`src/rtl/nbs_pkg.sv`:
```
package nbs_pkg;
  localparam int DW = 16;
  localparam int RW = 2;

  typedef enum logic [2:0] {S_IDLE, S_SEL, S_XFER, S_SAMPLE, S_FIN} nbs_state_t;
  typedef logic [2:0] step_t;

  localparam step_t ST_HALT = 3'd0;
  localparam step_t ST_CHK  = 3'd1;
  localparam step_t ST_LO   = 3'd2;
  localparam step_t ST_HI   = 3'd3;
  localparam step_t ST_BUS  = 3'd4;
  localparam step_t ST_INIT = 3'd5;
  localparam step_t ST_POLL = 3'd6;
  localparam step_t ST_RUN  = 3'd7;

  localparam logic [DW-1:0] V_HALT = 16'h0004;
  localparam logic [DW-1:0] V_BUS  = 16'h0002;
  localparam logic [DW-1:0] V_INIT = 16'h0001;
  localparam logic [DW-1:0] V_RUN  = 16'h0102;
  localparam int            B_IDONE = 8;

  localparam logic [1:0] RC_OK      = 2'd0;
  localparam logic [1:0] RC_HALTBAD = 2'd1;
  localparam logic [1:0] RC_TIMEOUT = 2'd2;

  // register number addressed by each step
  function automatic logic [RW-1:0] step_reg(step_t s);
    case (s)
      ST_LO:   return 2'd1;
      ST_HI:   return 2'd2;
      ST_BUS:  return 2'd3;
      default: return 2'd0;
    endcase
  endfunction

  function automatic logic step_reads(step_t s);
    return (s == ST_CHK) || (s == ST_POLL);
  endfunction

  // half of the masked block address
  function automatic logic [DW-1:0] addr_half(logic [31:0] a, logic [31:0] m, logic hi);
    logic [31:0] x;
    x = a & m;
    return hi ? x[31:16] : x[15:0];
  endfunction

  function automatic logic [DW-1:0] step_value(step_t s, logic [31:0] a, logic [31:0] m);
    case (s)
      ST_HALT: return V_HALT;
      ST_LO:   return addr_half(a, m, 1'b0);
      ST_HI:   return addr_half(a, m, 1'b1);
      ST_BUS:  return V_BUS;
      ST_INIT: return V_INIT;
      ST_RUN:  return V_RUN;
      default: return '0;
    endcase
  endfunction
endpackage

```
`src/rtl/nbs_step_table.sv`:
```
module nbs_step_table
  import nbs_pkg::*;
#(
  parameter logic [31:0] ADDR_MASK = 32'h0000_FFFF
) (
  input  step_t          step,
  input  logic [31:0]    init_addr,
  output logic [RW-1:0]  reg_idx,
  output logic [DW-1:0]  wvalue,
  output logic           is_read
);
  always_comb begin
    reg_idx = step_reg(step);
    wvalue  = step_value(step, init_addr, ADDR_MASK);
    is_read = step_reads(step);
  end
endmodule

```
`src/rtl/nbs_poll_limiter.sv`:
```
module nbs_poll_limiter #(
  parameter int LIMIT = 100
) (
  input  logic clk,
  input  logic rst_n,
  input  logic clear,
  input  logic miss,
  output logic last_try
);
  localparam int CW = $clog2(LIMIT + 1);
  logic [CW-1:0] cnt;

  always_ff @(posedge clk) begin
    if (!rst_n || clear) cnt <= '0;
    else if (miss)       cnt <= cnt + 1'b1;
  end

  assign last_try = (cnt == CW'(LIMIT - 1));
endmodule

```
`src/rtl/nbs_fsm.sv`:
```
module nbs_fsm
  import nbs_pkg::*;
(
  input  logic           clk,
  input  logic           rst_n,
  input  logic           go,
  input  logic [RW-1:0]  reg_idx,
  input  logic [DW-1:0]  wvalue,
  input  logic           is_read,
  input  logic           last_try,
  input  logic [DW-1:0]  rdata,
  output step_t          step,
  output logic           start,
  output logic           halt_bad,
  output logic           poll_miss,
  output logic           poll_hit,
  output logic           busy,
  output logic           done,
  output logic [1:0]     err_code,
  output logic           addr_we,
  output logic           data_we,
  output logic           data_re,
  output logic [DW-1:0]  wdata
);
  nbs_state_t state;

  assign start     = (state == S_IDLE) && go;
  assign halt_bad  = (state == S_SAMPLE) && (step == ST_CHK) && (rdata != V_HALT);
  assign poll_hit  = (state == S_SAMPLE) && (step == ST_POLL) && rdata[B_IDONE];
  assign poll_miss = (state == S_SAMPLE) && (step == ST_POLL) && !rdata[B_IDONE];

  always_ff @(posedge clk) begin
    if (!rst_n) begin
      state    <= S_IDLE;
      step     <= ST_HALT;
      err_code <= RC_OK;
    end else begin
      case (state)
        S_IDLE: if (go) begin
          state <= S_SEL;
          step  <= ST_HALT;
        end
        S_SEL: state <= S_XFER;
        S_XFER: begin
          if (is_read) state <= S_SAMPLE;
          else if (step == ST_RUN) begin
            state    <= S_FIN;
            err_code <= RC_OK;
          end else begin
            state <= S_SEL;
            step  <= step + 3'd1;
          end
        end
        S_SAMPLE: begin
          if (halt_bad) begin
            state    <= S_FIN;
            err_code <= RC_HALTBAD;
          end else if (poll_miss && last_try) begin
            state    <= S_FIN;
            err_code <= RC_TIMEOUT;
          end else begin
            state <= S_SEL;
            if (!poll_miss) step <= step + 3'd1;
          end
        end
        S_FIN:   state <= S_IDLE;
        default: state <= S_IDLE;
      endcase
    end
  end

  always_comb begin
    busy    = (state != S_IDLE);
    done    = (state == S_FIN);
    addr_we = (state == S_SEL);
    data_we = (state == S_XFER) && !is_read;
    data_re = (state == S_XFER) && is_read;
    if (addr_we)      wdata = {{(DW-RW){1'b0}}, reg_idx};
    else if (data_we) wdata = wvalue;
    else              wdata = '0;
  end
endmodule

```
`src/rtl/nic_bringup_seq.sv`:
```
module nic_bringup_seq
  import nbs_pkg::*;
#(
  parameter int          POLL_LIMIT = 100,
  parameter logic [31:0] ADDR_MASK  = 32'h0000_FFFF
) (
  input  logic        clk,
  input  logic        rst_n,
  input  logic        go,
  input  logic [31:0] init_addr,
  output logic        busy,
  output logic        done,
  output logic [1:0]  err_code,
  output logic        port_addr_we,
  output logic        port_data_we,
  output logic        port_data_re,
  output logic [15:0] port_wdata,
  input  logic [15:0] port_rdata
);
  step_t          step;
  logic [RW-1:0]  reg_idx;
  logic [DW-1:0]  wvalue;
  logic           is_read;
  logic           last_try;
  logic           start;
  logic           halt_bad;
  logic           poll_miss;
  logic           poll_hit;

  nbs_step_table #(.ADDR_MASK(ADDR_MASK)) u_table (
    .step(step), .init_addr(init_addr),
    .reg_idx(reg_idx), .wvalue(wvalue), .is_read(is_read)
  );

  nbs_poll_limiter #(.LIMIT(POLL_LIMIT)) u_limit (
    .clk(clk), .rst_n(rst_n), .clear(start),
    .miss(poll_miss), .last_try(last_try)
  );

  nbs_fsm u_fsm (
    .clk(clk), .rst_n(rst_n), .go(go),
    .reg_idx(reg_idx), .wvalue(wvalue), .is_read(is_read),
    .last_try(last_try), .rdata(port_rdata),
    .step(step), .start(start), .halt_bad(halt_bad),
    .poll_miss(poll_miss), .poll_hit(poll_hit),
    .busy(busy), .done(done), .err_code(err_code),
    .addr_we(port_addr_we), .data_we(port_data_we),
    .data_re(port_data_re), .wdata(port_wdata)
  );
endmodule

```
`config.mk`:
```
export PLATFORM = sky130hd
export DESIGN_NAME = nic_bringup_seq
export DESIGN_NICKNAME = d
export VERILOG_FILES = /design/src/rtl/nbs_pkg.sv /design/src/rtl/nbs_step_table.sv /design/src/rtl/nbs_poll_limiter.sv /design/src/rtl/nbs_fsm.sv /design/src/rtl/nic_bringup_seq.sv
export SDC_FILE = /design/constraint.sdc
export NUM_CORES = 1
export LEC_CHECK = 0
export BUFFER_PORTS_ARGS = -buffer_cell sky130_fd_sc_hd__buf_2
export CAP_MARGIN = 20
export CELL_PAD_IN_SITES_DETAIL_PLACEMENT = 0
export CELL_PAD_IN_SITES_GLOBAL_PLACEMENT = 1
export CORE_AREA = 3 3 94 51
export CTS_CLUSTER_SIZE = 8
export DETAILED_ROUTE_END_ITERATION = 8
export DIE_AREA = 0 0 97 54
export PLACE_DENSITY_LB_ADDON = 0.1
export SLEW_MARGIN = 5
export SYNTH_ARGS = -nofsm -noshare
export SYNTH_HDL_FRONTEND = slang
export SYNTH_HIERARCHICAL = 1
export SYNTH_SLANG_ARGS = --single-unit
```
`constraint.sdc`:
```
create_clock -name clk -period 5.85 [get_ports clk]
set_clock_uncertainty 0.2 [all_clocks]
set_input_delay 1.17 -clock clk [delete_from_list [all_inputs] [get_ports clk]]
set_output_delay 1.17 -clock clk [all_outputs]
set_load 0.005 [all_outputs]
```
==> run_results.csv <==
group,metric,value,unit
route,drt-initial-drc-count,43,
layout,drive_gt1_frac,0.3707,
timing,setup_viol,0,
timing,hold_violations,0,
layout,largest_register_ffs,7,
clock_tree,cts_root_buf,"clkbuf_8",
critical_path,critical_path.max_stage_delay,0.70,ns
critical_path,endpoint_kind,"primary output",
clock_tree,clock_sinks,15,
route,avgViaCountPerCell,4.699,
outcome,status,"completed",
layout,fill_cells,425,
power,total_power,0.0002297,W
timing,rsz0062_at_grt,"no",
floorplan,die_h,54,µm
layout,finalNetCount,263,
critical_path,crit_path_start_kind,"flip-flop",
yosys,synthCells,152,
timing,drv_slew,0,
timing,slew-limit-headroom,0.5095,
timing,fin_crit,3.686,ns
layout,syn_to_final_growth,25.79,%
placement,dp_hpwl,2383,µm
floorplan,row_count,16,
clock_tree,ctsResizeCount,0,
grt,grt_util_met2,0.2237,
floorplan,die_w,97,µm
clock_tree,cts_max_path_buffers,2,
clock_tree,ctsHoldBuffers,0,
clock_tree,cts_buffers,3,
clock_tree,cts_tree,"yes",
power,max-vdd-ir-drop,108.6,µV
timing,fmax,271.3,MHz
route,vias,1217,
floorplan,core_area,0.003944,mm²
placement,numPortBuffers,57,
yosys,yosysWarningCount,6,
floorplan,ioPinCount,74,
yosys,synth_area,0.001305,mm²
clock_tree,postCtsSetupBuffers,0,
floorplan,initial_utilization,0.3309,
timing,fin_crit_sh,0.6301,
clock_tree,htree_levels,1,
grt,grtUsageTotal,0.1219,
critical_path,cp_cell_sequence,"or2b_1, o21ai_0, nor3_2, a22o_1, buf_2",
timing,tns,0,ns
placement,gp_congestion,0.7229,
power,power_density,139.9,mW/mm²
critical_path,cp.required,4.48,ns
route,drc,0,
critical_path,worst-setup-path-type,"flip-flop to primary output",
run,maxCapViolCount,0,
route,wirelength,3045,µm
power,p_leak,0.7810,nW
route,dr.pass1.iters,2,
placement,dp_slack,2.354,ns
floorplan,die_area,0.005238,mm²
worst_hold_path,hold_class,"flip-flop to flip-flop",
yosys,syn_nets,209,
grt,top_usage_layer,"met2",
critical_path,cp_max_fo,17,
yosys,avgSynthCellArea,8.586,µm²
grt,grt_max_degree,18,
route,wl_per_cell,11.76,µm
timing,final.setup.worst_slack,2.164,ns
grt,grt_pass1_wl,5216,µm
clock_tree,path_clk_slew,0.07,ns
critical_path,cpMaxStageDelayCell,"dfxtp_1",
clock_tree,clk_latency,0.25,ns
grt,grt_pass1_vias,1177,
critical_path,cp.arrival,2.32,ns
layout,num_antenna_cells,0,
grt,antenna_found_initial,0,
grt,overflow,0,
grt,use_met1,0.1424,
critical_path,cp.buffers_inverters,1,
route,antenna_left,0,
grt,grt_util_met3,0.04398,
timing,tightest_slew,0.7318,ns
critical_path,crit_family,"simple AND/OR/NAND/NOR gates",
-- metal layers --
layer,vias to the layer above,part of all wire
met1,546,0.46
li1,635,-
met4,0,0.0026
met2,34,0.47
met5,-,0
met3,2,0.076
-- worst register-to-register path, delay by kind of cell, from the launching register on --
kind                     cells  cell delay, ns
AND/OR/NAND/NOR              4            1.19
adder cells (fa/ha/maj)      1            0.26
AO/OA/AOI/OAI                1            0.14
flip-flops                   1            0.57
-- where the power goes --
part / switching, W / internal (W)
sequential: 0.00000474 / 0.000103
clock: 0.0000390 / 0.0000472
combinational: 0.0000159 / 0.0000193
-- final timing paths --
path,startpoint,to,slack (ns),depth (start not counted)
worst max-delay path,u_fsm/step[2],port_wdata[1],2.16,5
worst min-delay path,u_fsm/err_code[0],u_fsm/err_code[0],0.29,2
worst max register to register,u_fsm/step[1],u_limit/cnt[6],3.40,6
worst min register to register,u_fsm/err_code[0],u_fsm/err_code[0],0.29,2
-- metrics by stage --
step / cells / area, µm² / utilization / hold slack, ns
after global routing: 259 / 1642 / 0.4162 / 0.3213
after detailed placement: 255 / 1595 / 0.4045 / 0.2786
final: 259 / 1642 / 0.4162 / 0.2920
after global placement: 255 / 1595 / 0.4045 / 0.2691
after CTS: 259 / 1642 / 0.4162 / 0.2936
after floorplan: 152 / 1305 / - / 0.2534
-- area by class of cell --
type                            count  area [µm²]  area share
Multi-Input combinational cell    122       915.9      0.5579
Sequential cell                    15       300.3      0.1829
Timing Repair Buffer               57       285.3      0.1738
Tap cell                           54       67.56     0.04116
Clock buffer                        3       41.29     0.02515
Inverter                            7       26.28     0.01601
Clock inverter                      1       5.005    0.003049
-- cells in the final DEF (no fill, tap or decap), types with 2 or more instances in the layout --
cell	instances
a21oi_1	8
a22o_1	2
and2_1	26
buf_2	57
clkbuf_8	3
dfxtp_1	15
ha_1	6
inv_1	6
mux2i_1	4
nand2_1	8
nand3_1	4
nand3b_1	2
nand4_1	3
nor2_1	9
nor3b_1	2
nor3b_2	2
nor3b_4	2
nor4_2	2
o21ai_0	4
o21ai_1	3
or3_1	4
or3b_1	2
xnor2_1	2
xor2_1	3
Power figures use the tool's default switching activity.
